--- src/rtl/axi_wsplit_pkg.sv ---
package axi_wsplit_pkg;

    localparam int BURST_MAX = 16;
    localparam int LEN_W     = 4;
    localparam int SIZE_W    = 2;
    localparam int RESP_W    = 2;

    typedef enum logic [1:0] {
        T_IDLE,
        T_RUN,
        T_REPORT
    } ctl_state_e;

    typedef enum logic [1:0] {
        AW_IDLE,
        AW_WAIT,
        AW_SEND
    } aw_state_e;

    typedef enum logic [1:0] {
        W_IDLE,
        W_WAIT,
        W_FILL,
        W_SEND
    } w_state_e;

endpackage

--- src/rtl/axi_wsplit_aw.sv ---
module axi_wsplit_aw
    import axi_wsplit_pkg::*;
#(
    parameter int ADDR_W = 32,
    parameter int CNT_W  = 16,
    parameter int ID_W   = 12,
    parameter int DLY_W  = 4
) (
    input  logic              clk,
    input  logic              rst_n,
    input  logic              start,
    input  logic [ADDR_W-1:0] st_addr,
    input  logic [CNT_W-1:0]  st_beats,
    input  logic [SIZE_W-1:0] st_size,
    input  logic [1:0]        st_burst,
    input  logic [ID_W-1:0]   st_id,
    input  logic [DLY_W-1:0]  st_delay,
    output logic              awvalid,
    input  logic              awready,
    output logic [ADDR_W-1:0] awaddr,
    output logic [LEN_W-1:0]  awlen,
    output logic [SIZE_W-1:0] awsize,
    output logic [1:0]        awburst,
    output logic [ID_W-1:0]   awid,
    output logic              busy
);

    aw_state_e         state_q, state_d;
    logic [ADDR_W-1:0] addr_q;
    logic [CNT_W-1:0]  rem_q;
    logic [SIZE_W-1:0] size_q;
    logic [1:0]        burst_q;
    logic [ID_W-1:0]   id_q;
    logic [DLY_W-1:0]  dly_q;
    logic              more_full;
    logic              fire;
    logic [ADDR_W-1:0] step;

    assign more_full = rem_q > CNT_W'(BURST_MAX);
    assign fire      = awvalid && awready;
    assign step      = ADDR_W'(BURST_MAX) << size_q;

    always_comb begin
        state_d = state_q;
        unique case (state_q)
            AW_IDLE: if (start) state_d = (st_delay == '0) ? AW_SEND : AW_WAIT;
            AW_WAIT: if (dly_q == DLY_W'(1)) state_d = AW_SEND;
            AW_SEND: if (fire && !more_full) state_d = AW_IDLE;
            default: state_d = AW_IDLE;
        endcase
    end

    always_ff @(posedge clk or negedge rst_n) begin
        if (!rst_n) state_q <= AW_IDLE;
        else        state_q <= state_d;
    end

    always_ff @(posedge clk or negedge rst_n) begin
        if (!rst_n) begin
            addr_q  <= '0;
            rem_q   <= '0;
            size_q  <= '0;
            burst_q <= '0;
            id_q    <= '0;
            dly_q   <= '0;
        end else begin
            if (state_q == AW_IDLE && start) begin
                addr_q  <= st_addr;
                rem_q   <= st_beats;
                size_q  <= st_size;
                burst_q <= st_burst;
                id_q    <= st_id;
                dly_q   <= st_delay;
            end else if (state_q == AW_WAIT) begin
                dly_q <= dly_q - DLY_W'(1);
            end else if (state_q == AW_SEND && fire && more_full) begin
                addr_q <= addr_q + step;
                rem_q  <= rem_q - CNT_W'(BURST_MAX);
            end
        end
    end

    always_comb begin
        awvalid = (state_q == AW_SEND);
        busy    = (state_q != AW_IDLE);
        awaddr  = addr_q;
        awlen   = more_full ? LEN_W'(BURST_MAX - 1) : LEN_W'(rem_q - CNT_W'(1));
        awsize  = size_q;
        awburst = burst_q;
        awid    = id_q;
    end

    assert_aw_hold_R6: assert property (@(posedge clk) disable iff (!rst_n)
        awvalid && !awready |=> awvalid && $stable(awaddr) && $stable(awlen));

    assert_aw_short_ends_R1: assert property (@(posedge clk) disable iff (!rst_n)
        awvalid && awready && (awlen != LEN_W'(BURST_MAX - 1)) |=> !awvalid);

endmodule

--- src/rtl/axi_wsplit_w.sv ---
module axi_wsplit_w
    import axi_wsplit_pkg::*;
#(
    parameter int DATA_W = 32,
    parameter int CNT_W  = 16,
    parameter int ID_W   = 12,
    parameter int DLY_W  = 4
) (
    input  logic              clk,
    input  logic              rst_n,
    input  logic              start,
    input  logic [CNT_W-1:0]  st_beats,
    input  logic [SIZE_W-1:0] st_size,
    input  logic [ID_W-1:0]   st_id,
    input  logic [DLY_W-1:0]  st_delay,
    input  logic              dat_valid,
    output logic              dat_ready,
    input  logic [DATA_W-1:0] dat_data,
    input  logic [DATA_W/8-1:0] dat_strb,
    input  logic              dat_use_strb,
    output logic              wvalid,
    input  logic              wready,
    output logic [DATA_W-1:0] wdata,
    output logic [DATA_W/8-1:0] wstrb,
    output logic              wlast,
    output logic [ID_W-1:0]   wid,
    output logic              busy
);

    localparam int STRB_W = DATA_W / 8;

    w_state_e           state_q, state_d;
    logic [CNT_W-1:0]   idx_q;
    logic [CNT_W-1:0]   total_q;
    logic [SIZE_W-1:0]  size_q;
    logic [ID_W-1:0]    id_q;
    logic [DLY_W-1:0]   dly_q;
    logic [DATA_W-1:0]  data_q;
    logic [STRB_W-1:0]  strb_q;
    logic [STRB_W-1:0]  dflt_strb;
    logic               final_beat;
    logic               fire;
    logic               load;

    assign final_beat = (idx_q == total_q - CNT_W'(1));
    assign fire       = wvalid && wready;
    assign load       = dat_valid && dat_ready;

    always_comb begin
        for (int i = 0; i < STRB_W; i++) begin
            dflt_strb[i] = (i < (1 << size_q));
        end
    end

    always_comb begin
        state_d = state_q;
        unique case (state_q)
            W_IDLE: if (start) state_d = (st_delay == '0) ? W_FILL : W_WAIT;
            W_WAIT: if (dly_q == DLY_W'(1)) state_d = W_FILL;
            W_FILL: if (dat_valid) state_d = W_SEND;
            W_SEND: begin
                if (fire) begin
                    if (final_beat)     state_d = W_IDLE;
                    else if (dat_valid) state_d = W_SEND;
                    else                state_d = W_FILL;
                end
            end
            default: state_d = W_IDLE;
        endcase
    end

    always_ff @(posedge clk or negedge rst_n) begin
        if (!rst_n) state_q <= W_IDLE;
        else        state_q <= state_d;
    end

    always_ff @(posedge clk or negedge rst_n) begin
        if (!rst_n) begin
            idx_q   <= '0;
            total_q <= '0;
            size_q  <= '0;
            id_q    <= '0;
            dly_q   <= '0;
            data_q  <= '0;
            strb_q  <= '0;
        end else begin
            if (state_q == W_IDLE && start) begin
                idx_q   <= '0;
                total_q <= st_beats;
                size_q  <= st_size;
                id_q    <= st_id;
                dly_q   <= st_delay;
            end
            if (state_q == W_WAIT) dly_q <= dly_q - DLY_W'(1);
            if (fire) idx_q <= idx_q + CNT_W'(1);
            if (load) begin
                data_q <= dat_data;
                strb_q <= dat_use_strb ? dat_strb : dflt_strb;
            end
        end
    end

    always_comb begin
        wvalid    = (state_q == W_SEND);
        dat_ready = (state_q == W_FILL) || ((state_q == W_SEND) && wready && !final_beat);
        busy      = (state_q != W_IDLE);
        wdata     = data_q;
        wstrb     = strb_q;
        wlast     = (&idx_q[LEN_W-1:0]) || final_beat;
        wid       = id_q;
    end

    assert_w_hold_R6: assert property (@(posedge clk) disable iff (!rst_n)
        wvalid && !wready |=> wvalid && $stable(wdata) && $stable(wstrb) && $stable(wlast));

    assert_w_nonlast_keeps_busy_R3: assert property (@(posedge clk) disable iff (!rst_n)
        wvalid && wready && !wlast |=> busy);

endmodule

--- src/rtl/axi_wsplit_b.sv ---
module axi_wsplit_b
    import axi_wsplit_pkg::*;
#(
    parameter int CNT_W = 16
) (
    input  logic              clk,
    input  logic              rst_n,
    input  logic              start,
    input  logic [CNT_W-1:0]  st_beats,
    input  logic              bvalid,
    input  logic [RESP_W-1:0] bresp,
    output logic              all_seen,
    output logic              err
);

    localparam int CW1 = CNT_W + 1;

    logic [CW1-1:0] exp_q;
    logic [CW1-1:0] got_q;
    logic           err_q;

    always_ff @(posedge clk or negedge rst_n) begin
        if (!rst_n) begin
            exp_q <= '0;
            got_q <= '0;
            err_q <= 1'b0;
        end else if (start) begin
            exp_q <= ({1'b0, st_beats} + CW1'(BURST_MAX - 1)) >> LEN_W;
            got_q <= '0;
            err_q <= 1'b0;
        end else if (bvalid) begin
            got_q <= got_q + CW1'(1);
            if (bresp != '0) err_q <= 1'b1;
        end
    end

    assign all_seen = (got_q == exp_q);
    assign err      = err_q;

    assert_b_no_excess_R8: assert property (@(posedge clk) disable iff (!rst_n)
        bvalid && !start |-> got_q < exp_q);

endmodule

--- src/rtl/axi_wr_splitter.sv ---
module axi_wr_splitter
    import axi_wsplit_pkg::*;
#(
    parameter int ADDR_W = 32,
    parameter int DATA_W = 32,
    parameter int ID_W   = 12,
    parameter int CNT_W  = 16,
    parameter int DLY_W  = 4
) (
    input  logic                clk,
    input  logic                rst_n,
    input  logic                req_valid,
    output logic                req_ready,
    input  logic [ADDR_W-1:0]   req_addr,
    input  logic [CNT_W-1:0]    req_beats,
    input  logic [1:0]          req_size,
    input  logic [1:0]          req_burst,
    input  logic [ID_W-1:0]     req_id,
    input  logic [DLY_W-1:0]    req_aw_delay,
    input  logic [DLY_W-1:0]    req_w_delay,
    input  logic                dat_valid,
    output logic                dat_ready,
    input  logic [DATA_W-1:0]   dat_data,
    input  logic [DATA_W/8-1:0] dat_strb,
    input  logic                dat_use_strb,
    output logic                awvalid,
    input  logic                awready,
    output logic [ADDR_W-1:0]   awaddr,
    output logic [3:0]          awlen,
    output logic [1:0]          awsize,
    output logic [1:0]          awburst,
    output logic [ID_W-1:0]     awid,
    output logic [1:0]          awlock,
    output logic [3:0]          awcache,
    output logic [2:0]          awprot,
    output logic [3:0]          awqos,
    output logic                wvalid,
    input  logic                wready,
    output logic [DATA_W-1:0]   wdata,
    output logic [DATA_W/8-1:0] wstrb,
    output logic                wlast,
    output logic [ID_W-1:0]     wid,
    input  logic                bvalid,
    output logic                bready,
    input  logic [1:0]          bresp,
    output logic                done,
    output logic                done_err
);

    ctl_state_e state_q, state_d;
    logic       start;
    logic       aw_busy;
    logic       w_busy;
    logic       all_seen;
    logic       err;

    assign start = req_valid && (state_q == T_IDLE);

    always_comb begin
        state_d = state_q;
        unique case (state_q)
            T_IDLE:   if (start) state_d = T_RUN;
            T_RUN:    if (!aw_busy && !w_busy && all_seen) state_d = T_REPORT;
            T_REPORT: state_d = T_IDLE;
            default:  state_d = T_IDLE;
        endcase
    end

    always_ff @(posedge clk or negedge rst_n) begin
        if (!rst_n) state_q <= T_IDLE;
        else        state_q <= state_d;
    end

    always_comb begin
        req_ready = (state_q == T_IDLE);
        done      = (state_q == T_REPORT);
        done_err  = err;
        bready    = 1'b1;
        awlock    = '0;
        awcache   = '0;
        awprot    = '0;
        awqos     = '0;
    end

    axi_wsplit_aw #(
        .ADDR_W (ADDR_W),
        .CNT_W  (CNT_W),
        .ID_W   (ID_W),
        .DLY_W  (DLY_W)
    ) u_aw (
        .clk      (clk),
        .rst_n    (rst_n),
        .start    (start),
        .st_addr  (req_addr),
        .st_beats (req_beats),
        .st_size  (req_size),
        .st_burst (req_burst),
        .st_id    (req_id),
        .st_delay (req_aw_delay),
        .awvalid  (awvalid),
        .awready  (awready),
        .awaddr   (awaddr),
        .awlen    (awlen),
        .awsize   (awsize),
        .awburst  (awburst),
        .awid     (awid),
        .busy     (aw_busy)
    );

    axi_wsplit_w #(
        .DATA_W (DATA_W),
        .CNT_W  (CNT_W),
        .ID_W   (ID_W),
        .DLY_W  (DLY_W)
    ) u_w (
        .clk          (clk),
        .rst_n        (rst_n),
        .start        (start),
        .st_beats     (req_beats),
        .st_size      (req_size),
        .st_id        (req_id),
        .st_delay     (req_w_delay),
        .dat_valid    (dat_valid),
        .dat_ready    (dat_ready),
        .dat_data     (dat_data),
        .dat_strb     (dat_strb),
        .dat_use_strb (dat_use_strb),
        .wvalid       (wvalid),
        .wready       (wready),
        .wdata        (wdata),
        .wstrb        (wstrb),
        .wlast        (wlast),
        .wid          (wid),
        .busy         (w_busy)
    );

    axi_wsplit_b #(
        .CNT_W (CNT_W)
    ) u_b (
        .clk      (clk),
        .rst_n    (rst_n),
        .start    (start),
        .st_beats (req_beats),
        .bvalid   (bvalid && bready),
        .bresp    (bresp),
        .all_seen (all_seen),
        .err      (err)
    );

    assert_done_after_channels_R8: assert property (@(posedge clk) disable iff (!rst_n)
        done |-> !aw_busy && !w_busy);

    assert_done_single_R8: assert property (@(posedge clk) disable iff (!rst_n)
        done |=> !done);

    assert_idle_means_quiet_R10: assert property (@(posedge clk) disable iff (!rst_n)
        req_ready |-> !aw_busy && !w_busy);

    assert_wid_matches_R4: assert property (@(posedge clk) disable iff (!rst_n)
        wvalid && awvalid |-> wid == awid);

endmodule

--- config.mk ---
export PLATFORM = sky130hd
export DESIGN_NAME = axi_wr_splitter
export DESIGN_NICKNAME = d
export VERILOG_FILES = /design/src/rtl/axi_wsplit_pkg.sv /design/src/rtl/axi_wsplit_aw.sv /design/src/rtl/axi_wsplit_w.sv /design/src/rtl/axi_wsplit_b.sv /design/src/rtl/axi_wr_splitter.sv
export SDC_FILE = /design/constraint.sdc
export NUM_CORES = 1
export LEC_CHECK = 0
export BUFFER_PORTS_ARGS = -buffer_cell sky130_fd_sc_hd__buf_2
export CAP_MARGIN = 10
export CORE_MARGIN = 8
export CORE_UTILIZATION = 45
export DETAILED_ROUTE_END_ITERATION = 16
export PLACE_DENSITY = 0.69
export SLEW_MARGIN = 30
export SYNTH_ARGS = -nofsm -noshare
export SYNTH_HDL_FRONTEND = slang
export SYNTH_SLANG_ARGS = --single-unit
--- constraint.sdc ---
create_clock -name clk -period 4.45 [get_ports clk]
set_clock_uncertainty 0.15 [all_clocks]
set_input_delay 0.2225 -clock clk [delete_from_list [all_inputs] [get_ports clk]]
set_output_delay 0.2225 -clock clk [all_outputs]
set_load 0.02 [all_outputs]
==> impl_metrics.json, run 1 <==
{
  "grt_overflow": 0,
  "yosys_warnings": 0,
  "die_x_um": 163.3,
  "crit_path_cell_trace": "inv_1 -> ha_1 -> or4b_1 -> nor4_1 -> xnor2_1 -> nand4_1 -> or4b_1 -> a211oi_2 -> o21ai_0 -> buf_2",
  "die-height_um": 163.3,
  "multi_input_area_mm2": 0.004621,
  "fin_crit_sh_pct": 85.48,
  "period_needed_ns": 3.804,
  "tns_ns": 0,
  "cts_max_level": 4,
  "worstSetupPathType": "flop to primary output",
  "wirelength_um": 26090,
  "hold_viol_final": 0,
  "muxShareOfSynthArea_pct": 9.386,
  "wl_per_cell_um": 16.45,
  "final.fill_count": 1828,
  "clk_latency_ns": 0.43,
  "core_mm2": 0.02155,
  "synthTopCellsByCount": "191 x dfrtp_1, 175 x nand2_1, 69 x o21ai_0",
  "grt_antenna_before_repair": 1,
  "grt_use_total_pct": 19.50,
  "required_ns": 4.08,
  "synth_area_leaders": "dfrtp_1 49%, nand2_1 6.7%, mux2_4 4.6%",
  "start_util_pct": 45.27,
  "drtPass1Iterations": 4,
  "tightest_slew_ns": 0.7927,
  "drv_slew": 0,
  "vias_per_cell": 5.074,
  "yosys.area_share.adder_pct": 2.128,
  "ys_seq_elements": 191,
  "drive_gt1_share_pct": 26.11,
  "num_rows": 54,
  "yosysMostFrequentCell": "dfrtp_1",
  "synth_area_mm2": 0.009758,
  "synth_top_area_cell": "dfrtp_1",
  "synth_seq_area_share_pct": 48.98,
  "slowest_stage": "or4b_1",
  "cp-start-kind": "flop",
  "fmax_mhz": 262.9,
  "grt_max_degree": 84,
  "cts.sinks": 191,
  "synth_flop_cell": "dfrtp_1",
  "place_congestion": 0.8222,
  "route.detailed.drc": 0,
  "seqCellArea_mm2": 0.004780,
  "grt_setup_unrepaired": "no",
  "fin_nets": 1428,
  "crit_top_cell": "or4b_1",
  "power_mw": 5.557,
  "synth_top_family_by_area": "simple AND/OR/NAND/NOR gates",
  "cts_tree": "done",
  "clk_path_buf_depth": 2,
  "dpl_cell_area_mm2": 0.01110,
  "postSynthAreaPerCell_um2": 9.978,
  "portBuffers": 224,
  "hold_class": "input port to flop",
  "post_cts_resized": 0,
  "crit_arrival_ns": 3.43,
  "cts.clk_slew.worst_paths_ns": 0.07,
  "endpoint_kind": "primary output",
  "synthToLayoutAreaGrowth_pct": 30.43,
  "cts_made_buffers": 17,
  "syn_inst": 978,
  "vdd_drop_max_v": 0.0001992,
  "synth_compound_area_share_pct": 8.116,
  "drv_cap": 0,
  "crit_fanout": 5,
  "cts_root_buffer": "clkbuf_16",
  "dr_total_vias": 8047,
  "grt_pass1_wl_um": 42330,
  "ys_types": 58,
  "pin_count": 239,
  "synth_edf_count": 0,
  "grt_pass1_vias": 8216,
  "design_area_mm2": 0.01273,
  "relSlewSlack_pct": 47.16,
  "antenna_cells": 0,
  "drt_iter0_markers": 425,
  "synth_xor_area_share_pct": 8.796,
  "dieArea_mm2": 0.02665,
  "hpwlAfterDp_um": 17890,
  "max_stage_delay_ns": 0.52,
  "outcome": "completed",
  "antenna_left": 0,
  "synth-async-reset-ratio_pct": 100.0,
  "cellLeakagePower_nw": 6.254,
  "synth-simple-area-share_pct": 18.27,
  "setup_viol": 0,
  "yosys.area.top_type_share_pct": 48.98,
  "power_density_mw_per_mm2": 436.6
}
==> worst max-delay path: cells and delay by family, from the launching register on <==
| kind | cells | cell delay [ns] |
|---|---|---|
| AOI/OAI and AO/OA | 2 | 0.58 |
| xor gates and xnor gates | 1 | 0.16 |
| adders and majority gates | 1 | 0.20 |
| buffers and inverters | 2 | 0.27 |
| DFF | 1 | 0.42 |
| and+or+nand+nor | 4 | 1.37 |
==> layout by cell type (no fill, tap or decap), types with 6 or more instances in the layout <==
cell type and count:
nand2b_1 9, mux2i_1 6, o21ai_0 69, xnor2_1 47
nand2_1 173, clkbuf_16 17, nand3_1 31, a21oi_1 26
conb_1 14, dfrtp_1 191, buf_4 9, nor4_1 11
nor2_1 66, and3_1 14, inv_1 23, buf_2 223
mux2_4 30, nor3_1 23, ha_1 15, xor2_1 51
and2_1 7, a31oi_1 6, nor2b_1 6, nand4_1 12
mux2_2 36, dlygate4sd3_1 107
==> final timing paths <==
path,depth (start not counted),slack (ns),start,to
worst max-delay path,10,0.65,u_w.total_q[0],dat_ready
worst min-delay path,3,0.02,bvalid,u_b.got_q[0]
worst max register to register,11,0.70,u_w.total_q[0],u_w.wdata[1]
worst min register to register,2,0.32,u_aw.awid[6],u_aw.awid[6]
max in group asynchronous,3,3.28,rst_n,u_w.wdata[25]
min in group asynchronous,2,0.14,rst_n,u_aw.awaddr[9]
==> logic make-up (layout without fill, tap and decap cells) <==
kind of cell	Yosys count	count (layout)
other cells	2	14
fa+ha+maj	16	16
compound gates	135	135
mux	72	72
flops	191	191
xor+xnor	98	98
buf+inv	81	397
simple gates	383	383
==> registers in the layout, indices dropped and copies added, names as in the netlist, 12 cells and up <==
name	cells
u_b.got_q	17
u_w.total_q	16
u_b.exp_q	13
u_w.wdata	32
u_w.idx_q	16
u_aw.awid	12
u_aw.rem_q	16
u_w.wid	12
u_aw.awaddr	32
==> metrics by stage <==
step	cells	hold slack, ns	worst slack, ns	util [%]
global route	1586	0.01811	0.3910	59.05
CTS	1586	0.008150	0.6055	59.04
detailed placement	1448	0.04080	0.7037	51.50
floorplan	990	-0.2231	1.076	-
global placement	1447	0.2619	0.7793	51.36
finish	1586	0.02344	0.6462	59.05
==> what timing repair did <==
action,4_1_cts,5_1_grt
setup buffers,0,0
endpoints found under the hold margin,177,0
hold buffers,107,0
==> where the power goes <==
part / internal, mW / switching [mW]
sequential: 2.08 / 0.328
clock: 0.737 / 0.724
combinational: 0.817 / 0.872
==> cell type report <==
type | count | area share (%)
Tap cell | 280 | 2.753
Inverter | 23 | 0.6783
Sequential cell | 191 | 37.55
Multi-Input combinational cell | 718 | 36.31
Clock buffer | 17 | 3.343
Clock inverter | 14 | 1.013
Timing Repair Buffer | 343 | 18.35
==> layer usage <==
layer | vias to the layer above | GRT usage (%) | wire length, um
li1 | 3937 | - | -
met1 | 3882 | 24.68 | 11470
met2 | 202 | 32.55 | 12820
met3 | 24 | 5.242 | 1506
met4 | 2 | 4.837 | 283
met5 | - | 0 | 9
Power figures use the tool's default switching activity.
==> inputs of run 2 (changes only) <==
Settings changed: CTS_BUF_LIST set to sky130_fd_sc_hd__clkbuf_4, PLACE_DENSITY 0.69 to 0.68, RECOVER_POWER set to 50, SYNTH_HIERARCHICAL set to 1.
==> run 2 against run 1 <==
Effect of this change: the run now ends with max-capacitance violations, max-slew violations left; maximum frequency shrank 7.9%; non-clock buffer count rose by 24; design area is 3.7% higher; worst hold slack better by 0.17 ns; sequential power is 3% higher; combinational power rose by 17%; first-iteration DRC count increased by 57%; core utilization down 0.91 points; setup slack got worse by 0.33 ns; die area increased by 6.0%; critical path depth is 2 lower.
==> impl_metrics.json, run 2 <==
{
  "hold_slack_ns": 0.1934,
  "yosysMostFrequentCell": "nand2_1",
  "ff2ff_setup_slack_ns": 0.66,
  "endpoint_kind": "primary output",
  "power_mw": 5.423,
  "drv_slew": 105,
  "hold_depth": 4,
  "grt_use_total_pct": 21.25,
  "synthTopCellsByCount": "208 x nand2_1, 191 x dfrtp_1, 94 x nor2_1",
  "r2r_cells": 8,
  "mostFrequentLayoutCells": "208 x nand2_1, 191 x dfrtp_1, 181 x buf_2",
  "cts_made_buffers": 17,
  "cts_tree": "done",
  "tightest_slew_ns": 2.634,
  "synth-async-reset-ratio_pct": 100.0,
  "start_util_pct": 45.85,
  "synth_area_leaders": "dfrtp_1 46%, nand2_1 7.5%, mux2_4 4.3%",
  "clk_latency_ns": 0.60,
  "cts.sinks": 191,
  "vdd_drop_max_v": 0.0002554,
  "syn_inst": 1130,
  "dieArea_mm2": 0.02826,
  "rr_endpoint": "u_w/state_q[0]",
  "route.detailed.drc": 0,
  "drtPass1Iterations": 5,
  "setup_viol": 0,
  "cellLeakagePower_nw": 6.176,
  "reg2reg_from": "u_w/total_q[3]",
  "crit_path_cell_trace": "or4_1 -> or3_4 -> nor4_1 -> xnor2_1 -> o2111ai_1 -> nor3_4 -> o21ai_0 -> buf_2",
  "max_stage_delay_ns": 0.66,
  "antenna_left": 0,
  "drt_iter0_markers": 666,
  "grt_max_degree": 105,
  "cts.clk_slew.worst_paths_ns": 0.18,
  "synth_flop_cell": "dfrtp_1",
  "postSynthAreaPerCell_um2": 9.215,
  "synth_area_mm2": 0.01041,
  "period_needed_ns": 4.129,
  "synth_seq_area_share_pct": 45.90,
  "dpl_cell_area_mm2": 0.01168,
  "synthToLayoutAreaGrowth_pct": 26.80,
  "design_area_mm2": 0.01320,
  "grt_pass1_wl_um": 49580,
  "hold_viol_final": 0,
  "portBuffers": 224,
  "grt_overflow": 0,
  "ys_seq_elements": 191,
  "worstSetupPathType": "flop to primary output",
  "wirelength_um": 30360,
  "place_congestion": 0.8450,
  "num_rows": 55,
  "hold_class": "input port to flop",
  "fin_nets": 1587,
  "grt_pass1_vias": 9800,
  "drive_gt1_share_pct": 19.78,
  "final.fill_count": 2019,
  "hold_path_end": "u_aw/awaddr[3]",
  "hp-start": "req_addr[3]",
  "ys_types": 89,
  "yosys.area.top_type_share_pct": 45.90,
  "synth_edf_count": 0,
  "yosys_warnings": 6,
  "final_common_cell": "nand2_1",
  "slowest_stage": "or4_1",
  "die-height_um": 168.1,
  "die_x_um": 168.1,
  "crit_fanout": 9,
  "core_mm2": 0.02271,
  "fin_util_pct": 58.14,
  "drv_cap": 1,
  "violations": "max-capacitance violations, max-slew violations",
  "pin_count": 239,
  "grt_setup_unrepaired": "no",
  "tns_ns": 0,
  "crit_arrival_ns": 3.76,
  "required_ns": 4.08,
  "clk_path_buf_depth": 2,
  "dr_total_vias": 9583,
  "synth_top_area_cell": "dfrtp_1",
  "wl_per_cell_um": 17.31,
  "cts_max_level": 4,
  "fin_crit_sh_pct": 92.80,
  "cts_root_buffer": "clkbuf_4",
  "grt_antenna_before_repair": 2,
  "outcome": "finished with violations",
  "hpwlAfterDp_um": 20640,
  "relSlewSlack_pct": -75.57,
  "fmax_mhz": 242.2,
  "vias_per_cell": 5.464,
  "cp-start-kind": "flop",
  "power_density_mw_per_mm2": 410.8
}
run 2: cell types whose count changed after synthesis, moves of 7 or more:
cell      change
nor2_1       +28
nand3_1      +14
a22oi_1       +7
buf_2        +11
nand2_1      +33
o22ai_1      +10
o21ai_0      -13
xnor2_1      -12
a21oi_1      +41
o211ai_1      +8
xor2_1       -29
mux2_2       -30
o21ai_1       +9
run 2: report_power, final:
group / switching, mW / total (mW) / leakage, nW / internal [mW]
sequential: 0.392 / 2.49 / 2.41 / 2.10
combinational: 1.10 / 1.97 / 3.61 / 0.877
clock: 0.700 / 0.960 / 0.149 / 0.260
total: 2.19 / 5.42 / 6.18 / 3.23
run 2: worst max-delay path by stage:
stage	from	endpoint	slack (ns)	depth (start not counted)
2_1_floorplan	u_w/total_q[3]	u_w/wdata[10]	1.04	10
5_1_grt	u_w/total_q[3]	dat_ready	0.12	8
3_3_place_gp	u_w/total_q[3]	dat_ready	0.89	8
3_5_place_dp	u_w/total_q[3]	dat_ready	0.86	8
6_report	u_w/total_q[3]	dat_ready	0.32	8
4_1_cts	u_w/total_q[3]	dat_ready	0.17	8
run 2: what timing repair did:
| action | in CTS | in global routing |
|---|---|---|
| hold buffers | 128 | 0 |
| setup buffers | 0 | 0 |
| gates resized for setup | 0 | 1 |
| hold endpoints to repair | 265 | 0 |
| setup endpoints to repair | 0 | 1 |
run 2: layer usage:
metal	global-route usage (%)	vias up	wire, um
li1	-	4607	-
met1	25.30	4616	12370
met2	36.36	290	15450
met3	4.490	70	1604
met4	9.705	0	941
met5	0	-	0
run 2: kinds of logic (layout without fill, tap and decap cells):
logic type / Yosys count / in the layout / synth area share (%)
buf+inv: 104 / 428 / 4.999
fa+ha+maj: 16 / 16 / 1.995
flops: 191 / 191 / 45.90
compound gates: 240 / 240 / 14.98
xor+xnor: 57 / 57 / 4.794
mux: 40 / 40 / 5.359
simple gates: 480 / 480 / 21.89
other cells: 2 / 17 / 0.07212
run 2: layout make-up:
cell class / instances / area, um2 / share of cell area [%]
tap: 285 / 356.6 / 2.701
antenna: 3 / 7.507 / 0.05686
multi-input combinational: 847 / 5185 / 39.27
clock buffer: 17 / 127.6 / 0.9666
inverter: 29 / 108.9 / 0.8245
timing repair buffer: 367 / 2465 / 18.67
sequential: 191 / 4780 / 36.20
clock inverter: 15 / 172.7 / 1.308
run 2: per-stage QoR:
step / std cells / setup WS (ns)
global placement: 1591 / 0.8871
CTS: 1751 / 0.1651
detailed placement: 1591 / 0.8585
floorplan: 1142 / 1.038
finish: 1754 / 0.3205
global route: 1754 / 0.1186
run 2: critical path, delay by kind of cell, from the launching register on:
kind	cells	cell delay, ns
xor gates and xnor gates	1	0.16
AOI/OAI and AO/OA	2	0.45
DFF	1	0.51
and+or+nand+nor	4	1.88
buffers and inverters	1	0.19
==> inputs of run 3 (changes only) <==
Settings changed: CORE_UTILIZATION 45 to 50, GPL_ROUTABILITY_DRIVEN set to 0, PLACE_DENSITY 0.68 to 0.75.
==> run 3 against run 2 <==
Effect of this change: the run still ends with max-capacitance violations, max-slew violations left; clock-buffer cell count is the same; global-route usage grew 1.9 points; combinational power is essentially flat; die area shrank 9.1%; sequential cell count is the same; design area shrank 0.42%; power is essentially flat; clock power grew 1%; critical endpoint unchanged; largest power group unchanged.
==> impl_metrics.json, run 3 (same netlist as run 2, synthesis figures left out) <==
{
  "cts.clk_slew.worst_paths_ns": 0.17,
  "crit_arrival_ns": 3.75,
  "core_mm2": 0.02036,
  "period_needed_ns": 4.120,
  "required_ns": 4.08,
  "outcome": "finished with violations",
  "start_util_pct": 51.13,
  "endpoint_kind": "primary output",
  "dr_total_vias": 9644,
  "drv_slew": 112,
  "p_int_mw": 3.258,
  "num_rows": 52,
  "cts_tree": "done",
  "hpwlAfterDp_um": 20520,
  "setup_viol": 0,
  "vias_per_cell": 5.549,
  "cellLeakagePower_nw": 6.069,
  "drive_gt1_share_pct": 17.41,
  "design_area_mm2": 0.01315,
  "mostFrequentLayoutCells": "207 x nand2_1, 191 x dfrtp_1, 144 x buf_2",
  "drt_iter0_markers": 634,
  "switching_share_pct": 39.89,
  "grt_setup_unrepaired": "no",
  "die-height_um": 160.3,
  "p_sw_mw": 2.162,
  "grt_pass1_vias": 9743,
  "power_frac_comb_pct": 36.1,
  "hold_viol_final": 0,
  "grt_antenna_before_repair": 3,
  "multi_input_area_mm2": 0.005200,
  "cts_root_buffer": "clkbuf_4",
  "seqCellArea_mm2": 0.004780,
  "grt_pass1_wl_um": 49130,
  "final.fill_count": 1637,
  "synthToLayoutAreaGrowth_pct": 26.27,
  "relSlewSlack_pct": -84.08,
  "pin_count": 239,
  "violations": "max-capacitance violations, max-slew violations",
  "wl_per_cell_um": 17.32,
  "fmax_mhz": 242.7,
  "power_density_mw_per_mm2": 412.3,
  "clk_path_buf_depth": 2,
  "fin_util_pct": 64.56,
  "crit_fanout": 9,
  "grt_use_total_pct": 23.11,
  "vdd_drop_max_v": 0.0002793,
  "grt_max_degree": 112,
  "hold_class": "input port to flop",
  "tightest_slew_ns": 2.761,
  "cts_max_level": 4,
  "fin_nets": 1586,
  "wirelength_um": 30110,
  "drv_cap": 1,
  "drtPass1Iterations": 7,
  "die_x_um": 160.3,
  "worstSetupPathType": "flop to primary output",
  "portBuffers": 224,
  "cp-start-kind": "flop",
  "placed_cells_incl_taps": 1574,
  "grt_overflow": 0,
  "clock_power_share_pct": 17.9,
  "dpl_cell_area_mm2": 0.01165,
  "dieArea_mm2": 0.02570,
  "fin_crit_sh_pct": 92.58,
  "hold_slack_ns": 0.1745,
  "pwr-share-seq_pct": 46.0,
  "antenna_left": 0,
  "cts_made_buffers": 17,
  "clk_latency_ns": 0.61,
  "route.detailed.drc": 0,
  "final_common_cell": "nand2_1",
  "tns_ns": 0,
  "cts.sinks": 191,
  "stdcell_count": 1738
}
run 3: worst paths after layout:
check | start | to | slack (ns) | cells past startpoint
setup / recovery | u_w/total_q[3] | dat_ready | 0.33 | 8
hold / removal | dat_use_strb | u_w/wstrb[3] | 0.17 | 4
setup reg to reg | u_w/total_q[3] | u_w/state_q[0] | 0.69 | 8
hold reg to reg | state_q[1] | state_q[1] | 0.33 | 1
max in group asynchronous | rst_n | u_aw/awid[6] | 1.03 | 3
min in group asynchronous | rst_n | u_w/wdata[16] | 0.81 | 2
run 3: worst max-delay path: stages, from the launching register on:
cell and delay [ns]:
dfrtp_1 0.50, or4_1 0.68, or3_4 0.43, nor4_1 0.30
xnor2_1 0.16, o2111ai_1 0.27, nor3_4 0.46, o21ai_0 0.16
buf_2 0.18
run 3: what timing repair did:
action                                 CTS  global route
buffers inserted                         0             0
hold buffers                           129             0
gates resized for setup                  0             1
endpoints found under the hold margin  274             0
setup endpoints to repair                0             2
run 3: cell type report:
cell class,instances,area share [%]
antenna,3,0.05710
inverter,29,0.8279
multi-input combinational,847,39.55
clock inverter,15,1.275
timing repair buffer,366,18.40
clock buffer,17,0.9707
sequential,191,36.35
tap,270,2.569
run 3: layer usage:
metal  up-vias  track usage, %  share of wire (%)
li1       4606               -                  -
met1      4616           26.92                 40
met2       352           39.73                 51
met3        70           6.263                6.3
met4         0           9.431                3.0
met5         -               0                  0
run 3: metrics by stage:
stage	setup slack, ns	power (mW)
after CTS	0.1581	5.475
after detailed placement	0.8471	4.391
after global routing	0.07351	5.747
final	0.3301	5.420
after floorplan	1.038	3.789
after global placement	0.9462	4.315
run 3: power by group through the flow:
stage | Combinational, mW | Clock [mW] | Sequential (mW)
6_report | 1.96 | 0.971 | 2.49
3_3_place_gp | 1.82 | 0 | 2.49
3_5_place_dp | 1.88 | 0 | 2.51
4_1_cts | 1.99 | 1.00 | 2.48
2_1_floorplan | 1.14 | 0 | 2.65
5_1_grt | 2.13 | 1.07 | 2.55
